$ cat src/rtl/cic5_pkg.sv
package cic5_pkg;

    typedef enum logic {
        RATE_NORMAL = 1'b0,
        RATE_DOUBLE = 1'b1
    } rate_e;

    // Growth bound: input width plus one ratio exponent per stage.
    function automatic int acc_width(input int in_w, input int order, input int rlog);
        return in_w + order * rlog;
    endfunction

endpackage

$ cat src/rtl/cic5_integrators.sv
module cic5_integrators #(
    parameter int IN_W  = 5,
    parameter int ORDER = 5,
    parameter int ACC_W = 25
) (
    input  logic             clk,
    input  logic             rst,
    input  logic             clear,
    input  logic             en,
    input  logic [IN_W-1:0]  din,
    output logic [ACC_W-1:0] sum_o
);

    typedef struct packed {
        logic [ORDER-1:0][ACC_W-1:0] acc;
    } integ_state_t;

    integ_state_t st_d, st_q;
    logic [ORDER-1:0][ACC_W-1:0] chain;

    always_comb begin
        logic [ACC_W-1:0] feed;
        feed = {{(ACC_W-IN_W){din[IN_W-1]}}, din};
        for (int k = 0; k < ORDER; k++) begin
            chain[k] = st_q.acc[k] + feed;
            feed     = chain[k];
        end
        st_d = st_q;
        if (clear)
            st_d = '0;
        else if (en)
            st_d.acc = chain;
        sum_o = chain[ORDER-1];
    end

    always_ff @(posedge clk) begin
        if (rst) st_q <= '0;
        else     st_q <= st_d;
    end

endmodule

$ cat src/rtl/cic5_combs.sv
module cic5_combs #(
    parameter int ORDER = 5,
    parameter int ACC_W = 25
) (
    input  logic             clk,
    input  logic             rst,
    input  logic             clear,
    input  logic             en,
    input  logic [ACC_W-1:0] din,
    output logic [ACC_W-1:0] dout
);

    typedef struct packed {
        logic [ORDER-1:0][ACC_W-1:0] dly;
    } comb_state_t;

    comb_state_t st_d, st_q;
    logic [ORDER-1:0][ACC_W-1:0] tap_in;

    always_comb begin
        logic [ACC_W-1:0] stage;
        stage = din;
        for (int k = 0; k < ORDER; k++) begin
            tap_in[k] = stage;
            stage     = stage - st_q.dly[k];
        end
        st_d = st_q;
        if (clear)
            st_d = '0;
        else if (en)
            st_d.dly = tap_in;
        dout = stage;
    end

    always_ff @(posedge clk) begin
        if (rst) st_q <= '0;
        else     st_q <= st_d;
    end

endmodule

$ cat src/rtl/cic5_sequencer.sv
module cic5_sequencer #(
    parameter int ORDER   = 5,
    parameter int RLOG_HI = 4,
    parameter int RLOG_LO = 3,
    parameter int SHIFT_W = 5
) (
    input  logic               clk,
    input  logic               rst,
    input  logic               in_valid,
    input  logic               rate_sel,
    output logic               clear,
    output logic               accept,
    output logic               dump,
    output logic               emit,
    output logic [SHIFT_W-1:0] gain_shift
);

    import cic5_pkg::*;

    localparam int CNT_W  = RLOG_HI;
    localparam int HOLD_W = $clog2(ORDER + 1);

    typedef struct packed {
        rate_e             mode;
        logic [CNT_W-1:0]  cnt;
        logic [HOLD_W-1:0] hold;
    } seq_state_t;

    seq_state_t st_d, st_q;
    logic [CNT_W-1:0] last_idx;
    logic             at_last;

    always_comb begin
        last_idx = (st_q.mode == RATE_DOUBLE) ? CNT_W'((1 << RLOG_LO) - 1)
                                               : CNT_W'((1 << RLOG_HI) - 1);
        at_last  = (st_q.cnt == last_idx);
        clear    = (rate_e'(rate_sel) != st_q.mode);
        accept   = in_valid && !clear;
        dump     = accept && at_last;
        emit     = dump && (st_q.hold == '0);

        st_d      = st_q;
        st_d.mode = rate_e'(rate_sel);
        if (clear) begin
            st_d.cnt  = '0;
            st_d.hold = HOLD_W'(ORDER);
        end else if (accept) begin
            st_d.cnt = at_last ? '0 : st_q.cnt + 1'b1;
            if (dump && st_q.hold != '0)
                st_d.hold = st_q.hold - 1'b1;
        end

        gain_shift = (st_q.mode == RATE_DOUBLE) ? SHIFT_W'(ORDER * RLOG_LO)
                                                 : SHIFT_W'(ORDER * RLOG_HI);
    end

    always_ff @(posedge clk) begin
        if (rst) begin
            st_q.mode <= RATE_NORMAL;
            st_q.cnt  <= '0;
            st_q.hold <= HOLD_W'(ORDER);
        end else begin
            st_q <= st_d;
        end
    end

endmodule

$ cat src/rtl/cic5_decimator.sv
module cic5_decimator #(
    parameter  int IN_W    = 5,
    parameter  int ORDER   = 5,
    parameter  int RLOG_HI = 4,
    parameter  int RLOG_LO = 3,
    localparam int ACC_W   = cic5_pkg::acc_width(IN_W, ORDER, RLOG_HI),
    localparam int SHIFT_W = $clog2(ORDER * RLOG_HI + 1)
) (
    input  logic               clk,
    input  logic               rst,
    input  logic               in_valid,
    input  logic [IN_W-1:0]    in_data,
    input  logic               rate_sel,
    output logic               out_valid,
    output logic [ACC_W-1:0]   out_data,
    output logic [SHIFT_W-1:0] gain_shift
);

    typedef struct packed {
        logic             vld;
        logic [ACC_W-1:0] dat;
    } out_state_t;

    out_state_t       st_d, st_q;
    logic             seq_clear, seq_accept, seq_dump, seq_emit;
    logic [ACC_W-1:0] integ_sum, comb_out;

    cic5_sequencer #(
        .ORDER  (ORDER),
        .RLOG_HI(RLOG_HI),
        .RLOG_LO(RLOG_LO),
        .SHIFT_W(SHIFT_W)
    ) u_seq (
        .clk       (clk),
        .rst       (rst),
        .in_valid  (in_valid),
        .rate_sel  (rate_sel),
        .clear     (seq_clear),
        .accept    (seq_accept),
        .dump      (seq_dump),
        .emit      (seq_emit),
        .gain_shift(gain_shift)
    );

    cic5_integrators #(
        .IN_W (IN_W),
        .ORDER(ORDER),
        .ACC_W(ACC_W)
    ) u_integ (
        .clk  (clk),
        .rst  (rst),
        .clear(seq_clear),
        .en   (seq_accept),
        .din  (in_data),
        .sum_o(integ_sum)
    );

    cic5_combs #(
        .ORDER(ORDER),
        .ACC_W(ACC_W)
    ) u_comb (
        .clk  (clk),
        .rst  (rst),
        .clear(seq_clear),
        .en   (seq_dump),
        .din  (integ_sum),
        .dout (comb_out)
    );

    always_comb begin
        st_d     = st_q;
        st_d.vld = seq_emit;
        if (seq_emit)
            st_d.dat = comb_out;
    end

    always_ff @(posedge clk) begin
        if (rst) st_q <= '0;
        else     st_q <= st_d;
    end

    assign out_valid = st_q.vld;
    assign out_data  = st_q.dat;

endmodule

$ cat config.mk
export PLATFORM = sky130hd
export DESIGN_NAME = cic5_decimator
export DESIGN_NICKNAME = d
export VERILOG_FILES = /design/src/rtl/cic5_pkg.sv /design/src/rtl/cic5_integrators.sv /design/src/rtl/cic5_combs.sv /design/src/rtl/cic5_sequencer.sv /design/src/rtl/cic5_decimator.sv
export SDC_FILE = /design/constraint.sdc
export NUM_CORES = 1
export LEC_CHECK = 0
export BUFFER_PORTS_ARGS = -buffer_cell sky130_fd_sc_hd__buf_2
export CAP_MARGIN = 20
export CORE_UTILIZATION = 70
export DETAILED_ROUTE_END_ITERATION = 12
export GPL_TIMING_DRIVEN = 0
export PLACE_DENSITY_LB_ADDON = 0.05
export SLEW_MARGIN = 20
export SYNTH_ARGS = -nofsm -noshare
export SYNTH_HDL_FRONTEND = slang
export SYNTH_SLANG_ARGS = --single-unit
$ cat constraint.sdc
create_clock -name clk -period 19.7 [get_ports clk]
set_input_delay 2.955 -clock clk [delete_from_list [all_inputs] [get_ports clk]]
set_output_delay 2.955 -clock clk [all_outputs]
set_load 0.05 [all_outputs]
==> results of run 1 <==
-- cell type report --
type | instances | area [um^2] | area share [%]
Sequential cell | 284 | 5690 | 25.4
Inverter | 198 | 743 | 3.32
Multi-Input combinational cell | 1932 | 13800 | 61.4
Tap cell | 384 | 480 | 2.15
Timing Repair Buffer | 37 | 185 | 0.827
Clock buffer | 50 | 1060 | 4.75
Buffer | 98 | 383 | 1.71
Clock inverter | 8 | 92.6 | 0.413
-- cells by family (layout without fill, tap and decap cells) --
group,Yosys count,after routing
AOI/OAI and AO/OA,788,788
and+or+nand+nor,667,667
buffers and inverters,296,391
DFF,284,284
adders and majority gates,257,257
xor gates and xnor gates,216,216
muxes,3,3
other,1,1
-- state kept, by name (all words and copies together), names as in the netlist --
signal,count
u_seq.st_q,8
out_valid,1
u_comb.st_q,125
u_integ.st_q,125
out_data,25
-- cells in the final DEF (no fill, tap or decap), types with 52 or more instances in the layout --
cell and count:
sky130_fd_sc_hd__o221a_2 117, sky130_fd_sc_hd__ha_1 247, sky130_fd_sc_hd__nand2_1 298, sky130_fd_sc_hd__clkbuf_1 92
sky130_fd_sc_hd__inv_1 198, sky130_fd_sc_hd__o21ai_0 106, sky130_fd_sc_hd__xnor2_1 160, sky130_fd_sc_hd__dfxtp_1 284
sky130_fd_sc_hd__a21oi_1 283, sky130_fd_sc_hd__xor2_1 52, sky130_fd_sc_hd__nor2_1 156
-- path summary, 6_finish.rpt --
path / startpoint / to / slack (ns) / cells after the start
min reg2reg: out_data[13] / out_data[13] / 0.45 / 2
min: out_data[13] / out_data[13] / 0.45 / 2
max reg2reg: u_integ.st_q[0] / out_data[24] / 5.80 / 59
max: in_data[0] / out_data[24] / 3.54 / 59
-- metrics by stage --
stage	hold WS (ns)	util (%)	std cells	setup WS, ns
after floorplan	0.432	-	2512	5.64
after global placement	0.439	73.8	2933	3.57
after detailed placement	0.446	73.8	2933	3.35
after CTS	0.453	77.8	2991	3.80
after global routing	0.466	77.8	2991	2.50
final	0.451	77.8	2991	3.54
-- routing by layer --
| layer | track usage, % | vias to the layer above | routed length (um) |
|---|---|---|---|
| li1 | - | 9137 | - |
| met1 | 46.2 | 8781 | 23600 |
| met2 | 56.5 | 586 | 23700 |
| met3 | 3.90 | 130 | 3260 |
| met4 | 14.7 | 0 | 2030 |
| met5 | 0 | - | 0 |
-- worst max-delay path, delay by kind of cell --
family	cells	cell delay, ns
buffers and inverters	3	0.25
adders and majority gates	11	3.68
and+or+nand+nor	12	1.82
AOI/OAI and AO/OA	24	5.75
xor gates and xnor gates	9	2.13
-- synth_stat cells, types with 4 or more instances --
cell / n / area (um^2)
sky130_fd_sc_hd__nand2_1: 298 / 1120
sky130_fd_sc_hd__dfxtp_1: 284 / 5690
sky130_fd_sc_hd__a21oi_1: 283 / 1420
sky130_fd_sc_hd__ha_1: 247 / 3090
sky130_fd_sc_hd__inv_1: 198 / 743
sky130_fd_sc_hd__xnor2_1: 160 / 1400
sky130_fd_sc_hd__nor2_1: 156 / 586
sky130_fd_sc_hd__o221a_2: 117 / 1320
sky130_fd_sc_hd__o21ai_0: 106 / 531
sky130_fd_sc_hd__clkbuf_1: 88 / 330
sky130_fd_sc_hd__xor2_1: 52 / 455
sky130_fd_sc_hd__a21o_1: 47 / 353
sky130_fd_sc_hd__o21a_1: 45 / 338
sky130_fd_sc_hd__a211oi_1: 38 / 285
sky130_fd_sc_hd__nor3_1: 34 / 170
sky130_fd_sc_hd__nand2b_1: 31 / 194
sky130_fd_sc_hd__nor2b_1: 31 / 194
sky130_fd_sc_hd__nand3_1: 27 / 135
sky130_fd_sc_hd__o21bai_1: 24 / 180
sky130_fd_sc_hd__a21boi_0: 17 / 128
sky130_fd_sc_hd__a31oi_1: 17 / 106
sky130_fd_sc_hd__and3_1: 17 / 106
sky130_fd_sc_hd__or3_1: 15 / 93.8
sky130_fd_sc_hd__nand3b_1: 12 / 90.1
sky130_fd_sc_hd__o31ai_1: 12 / 90.1
sky130_fd_sc_hd__fa_1: 10 / 200
sky130_fd_sc_hd__and2_1: 9 / 56.3
sky130_fd_sc_hd__nand4_1: 9 / 56.3
sky130_fd_sc_hd__o211ai_1: 8 / 60.1
sky130_fd_sc_hd__or2_2: 8 / 50.1
sky130_fd_sc_hd__a211o_1: 7 / 61.3
sky130_fd_sc_hd__nor3b_1: 7 / 52.6
sky130_fd_sc_hd__buf_1: 6 / 22.5
sky130_fd_sc_hd__o31a_1: 6 / 52.6
sky130_fd_sc_hd__o41ai_1: 6 / 52.6
sky130_fd_sc_hd__a2111oi_0: 5 / 43.8
sky130_fd_sc_hd__a311oi_1: 5 / 43.8
sky130_fd_sc_hd__a41o_1: 5 / 50.1
sky130_fd_sc_hd__o2111ai_1: 5 / 43.8
sky130_fd_sc_hd__a221oi_1: 4 / 35.0
sky130_fd_sc_hd__buf_4: 4 / 30.0
sky130_fd_sc_hd__nor4_1: 4 / 25.0
==> results.txt, run 1 <==
* Outcome: finished clean
- Via count: roughly 19000
* Max frequency: roughly 62 MHz
- Final hold vios: 0
* Rows: 62
- Data arrives at the worst endpoint at ~17 ns.
- Sum of net half-perimeters after detailed placement: slightly below 40000 um
- The min-delay analysis places its worst path in the category reg -> reg.
* Final setup violation count: 0
* # clock sinks: ~280
- After synthesis, the share of flip-flops with an asynchronous set or reset is 0%.
- Total die area: 30100 um^2
- Post-CTS repair changed the size of 0 cells.
- The congestion estimate from routability-driven global placement came to 0.940.
* Initial DRC Count: 1335
- First-pass GRT wire length: about 86000 um
- Share of synthesized cell area in and, or, nand and nor gates: 14.6%
* Main combinational cell family by area after synthesis: compound AO/OA/AOI/OAI gates
- After Yosys synthesis, XOR and XNOR cells account for around a tenth of the synthesized area.
- Data on the critical path is required at its endpoint by about 20 ns.
- In this run the vertical extent of the chip is between 150 and 200 um.
* Final Critical Period: approximately 16 ns
- Setup repair after global routing missed its margin: false
- Synthesized area divided by synthesized cell count: approximately 8.2 um^2
- For this run, the detailed router's first-pass iteration total came to 6.
- STA classifies the critical path startpoint as an input pin.
- The number of antenna diodes in the final layout is 0.
- The area growth from synthesis to layout is 8.86%.
- Fraction of the mapped netlist area in adder cells: ~16%
- Seq/Total Area, Yosys: ~28%
- The largest individual stage delay along the critical path comes from the cell sky130_fd_sc_hd__a2111oi_0.
- Hold-fix buffers, CTS: 0
- Die W: 173 um
* Post-CTS Repair Setup Buffers: 0
- Clock latency on the worst-skew pair, taken at its later pin, is 0.52 ns.
- The core region is 28800 um^2.
* Starting utilization of the core area: a little under three quarters
- Max-slew violation count: 0
* Quantity of I/O buffers inserted on ports: 37
- Mux contribution to synthesized area: less than 1%
* Number of H-tree levels: 2
- STA classifies the critical path endpoint as a register.
* Layout Skew: around 0.019 ns
- CTS clk-pin slew, worst paths: roughly 0.060 ns
- By startpoint and endpoint, the worst setup path is classified as in -> reg.
- Finished Cell Area: between 20000 and 25000 um^2
- Counting the fill cells in the layout gives slightly above 2000.
- Summing the areas of all compound-gate instances in the mapped netlist gives 26.7% of the synthesized area.
* Number of synthesized register bits: between 200 and 300
* Total routed wirelength: between 50000 and 60000 um
- Clock tree synthesis selected as its root buffer the cell sky130_fd_sc_hd__clkbuf_16.
- Once detail routing completed, the nets flagged for antenna violations numbered 0.
* EDFF count, synth: 0
- Combined area of all synthesized cells: a little over 20000 um^2
- Synth warn: 0
- Synthesis produced a netlist with a net count of between 2000 and 3000.
* Largest net degree at the start of global routing: 22
- In this run the deepest clock path goes through 3 buffers.
- Adding up every negative setup slack in the final design gives 0 ns.
- Largest stage delay on the critical path: around 0.53 ns
- Maximum fanout along the worst path: 5
- Total clock buffers created by CTS: 34
- At the pin with the least slew margin, the transition time is between 0.8 and 0.9 ns.
* Distinct cell type count of the synthesized netlist: between 70 and 80
- Post-route DRC violation count: 0
* Io pins: 40
- In this design, the critical path's most frequently occurring cell is sky130_fd_sc_hd__ha_1.
* # Max-Cap Violations: 0
- The number of antenna violations at the first check in global routing is 0.
- TritonCTS built the clock tree.
- Number of instances in the synthesized netlist: roughly 2500
- Ratio of final minimum period to clock period: 82.0%
- Using the TritonRoute via totals, the vias-per-cell ratio works out to just over 6.
- The total overflow left after global routing is 0.
* Slew Limit Headroom: between 40% and 50%
- The number of global-route vias before repair was between 15000 and 20000.
* Share of layout cells above drive strength 1: under 10%
- Routed wire per std cell: 17.6 um
- Global router's overall resource usage: about a third
* Flip-flop cell with the highest count after synthesis: sky130_fd_sc_hd__dfxtp_1
- In the final design database the tool counted between 2000 and 3000 nets.
* Area post-placement: between 20000 and 25000 um^2
Power of run 1 is not shown: default switching activity piles up to over one toggle a cycle in this logic, so the estimate is an artifact.
==> run 2, diff against run 1 <==
CORE_UTILIZATION = 58   (was 70)
clock period = 14.5 ns   (was 19.7 ns; I/O delays follow)
==> run 2 against run 1 <==
Non-clock buffer count up 25; final area up 5.3%; sequential cell count unchanged; highest routed layer unchanged.
==> results.txt, run 2 (synthesis gave the netlist of run 1 again) <==
- The flow ran to the end, and the final reports show no timing, DRC or antenna violations.
- Number of H-tree levels: 2 (unchanged)
* Delay-heaviest family, CP: compound AO/OA/AOI/OAI gates
* Final setup violation count: 0 (unchanged)
- Core ar.: 34700 um^2 (+21%)
- The clock latency reported for the late side of the worst-skew pair was 0.55 ns (+0.03 ns).
- Startpoint Class: input pin
- The total die area was 36200 um^2 (+20%).
* Max-slew violation count: 0 (unchanged)
- Worst path required time: 14.95 ns (-5.18 ns)
- The number of DRC violations after detailed routing came to 0 (unchanged).
- The number of cell rows is 68 (+9.7%).
- Via-to-Cell Ratio: 5.92 (-5.0%)
- The worst setup path is captured at a register.
- From synthesis to final layout, the design area changed by 14.7%.
- The floorplan die height is 190 um (+9.7%).
* Io pins: 40 (unchanged)
* # Max-Cap Violations: 0 (unchanged)
- The root buffer cell chosen for the clock tree is sky130_fd_sc_hd__clkbuf_16.
- The critical path arrival came to 14.49 ns (-2.11 ns).
* Layout Skew: 0.0283 ns (+0.00930 ns)
- The fraction of final layout cells with drive strength greater than 1 is 14.0% (+4.9 points).
- Via count: 18300 (-1.8%)
- The detailed-router iteration count before antenna repair was 5 (-1).
* Crit-path slowest cell: sky130_fd_sc_hd__ha_2
- TritonCTS clock tree: built
- Hold-fix buffers, CTS: 0 (unchanged)
- The count of antenna diodes in the layout is 0 (unchanged).
- Post-layout net count: 2878 (+0.95%)
- The critical path is of the in -> reg type.
* Maximum fanout along the worst path: 6 (+1)
* Routability congestion estimate: 0.902 (-4.1%)
- The relative slew slack is 46.3% (+4.9 points).
- Max frequency: between 70 and 80 MHz
* Quantity of I/O buffers inserted on ports: 37 (unchanged)
- The residual overflow from global routing was 0 (unchanged).
* Worst Setup Slack post-DPL: -1.16 ns (-4.51 ns)
* Initial antenna violation count: 0 (unchanged)
* Final Critical Period: about 14 ns
- Initial DRC Count: 1281 (-4.0%)
- The number of clock sinks came to 284 (unchanged).
* Residual antenna-violating net count after detailed routing: 0 (unchanged)
* Hold_ws: 0.446 ns (-0.00505 ns)
* Total buffers and inverters traversed by the critical path: 1 (-2)
* Total routed wirelength: 54400 um (+3.3%)
- Largest stage delay on the critical path: 0.40 ns (-0.13 ns)
- The number of global-route vias before repair came to 17300 (-3.6%).
- The clock-pin slew reported for the worst setup and hold paths after clock tree synthesis came to 0.05 ns (about the same).
- Final WS setup: 0.457 ns (-3.08 ns)
- The global-route wire length before repair came to 85700 um (-0.88%).
- Largest net degree at the start of global routing: 22 (unchanged)
* Clk buf depth: 3 (unchanged)
- The HPWL after detailed placement is 40300 um (+1.6%).
- The average wire per standard cell came to 17.6 um (-0.13%).
* Ratio of final minimum period to clock period: between 90% and 100%
- Highest-count cells in the layout ignoring fill and taps: sky130_fd_sc_hd__nand2_1, sky130_fd_sc_hd__dfxtp_1, sky130_fd_sc_hd__a21oi_1, sky130_fd_sc_hd__ha_1, sky130_fd_sc_hd__inv_1
* Transition time at the pin with the least slew margin: 0.806 ns (-0.0733 ns)
- The starting density of the core was 59.3% (-12 points).
* Total clock buffers created by CTS: 36 (+5.9%)
* Library cell appearing most often on the critical path: sky130_fd_sc_hd__ha_1
* Final hold vios: 0 (unchanged)
- Die W: 190 um (+9.7%)
- Global router's overall resource usage: 29.0% (-5.6 points)
- The worst hold path belongs to the class reg -> reg.
* Most common cell after layout, fill and taps aside: sky130_fd_sc_hd__nand2_1
[run 2: area by class of cell]
class,instances,area [um^2]
Multi-Input combinational cell,1932,14500
Inverter,198,743
Clock inverter,15,289
Tap cell,455,569
Clock buffer,49,1050
Sequential cell,284,5690
Fill cell,2902,11100
Timing Repair Buffer,62,375
Buffer,98,383
[run 2: per-stage QoR]
step | instances | instance area (um^2) | TNS, ns | utilization (%)
6_report | 3093 | 23600 | 0 | 67.9
3_3_place_gp | 3004 | 21300 | -3.20 | 61.4
4_1_cts | 3071 | 22700 | 0 | 65.5
2_1_floorplan | 2512 | 20600 | 0 | -
5_1_grt | 3093 | 23600 | -0.294 | 67.9
3_5_place_dp | 3004 | 21300 | -4.24 | 61.4
[run 2: metal layers]
metal  GRT usage, %  wire length (um)
met5              0                 0
met4           7.63              1130
met3           3.05              2610
met2           47.0             24500
met1           40.7             26100
[run 2: path summary, 6_finish.rpt]
kind	start	to	slack, ns	depth (start not counted)
setup / recovery	in_data[1]	out_data[24]	0.46	57
hold / removal	out_data[19]	out_data[19]	0.45	2
setup reg to reg	u_integ.st_q[0]	out_data[24]	1.88	60
hold reg to reg	out_data[19]	out_data[19]	0.45	2
[run 2: repair_timing]
item	4_1_cts	5_1_grt
pin swaps	3	33
gates resized for setup	14	121
endpoints found under the hold margin	0	0
endpoints found under the setup margin	5	7
cloned	0	0
buffers inserted	3	22
[run 2: tightest hold or removal path: cells and delay by family (launching register included)]
family / cells / cell delay [ns]
flip-flops: 1 / 0.30
AND/OR/NAND/NOR: 1 / 0.05
AO/OA/AOI/OAI: 1 / 0.05
Power of run 2 is left out for the same reason.
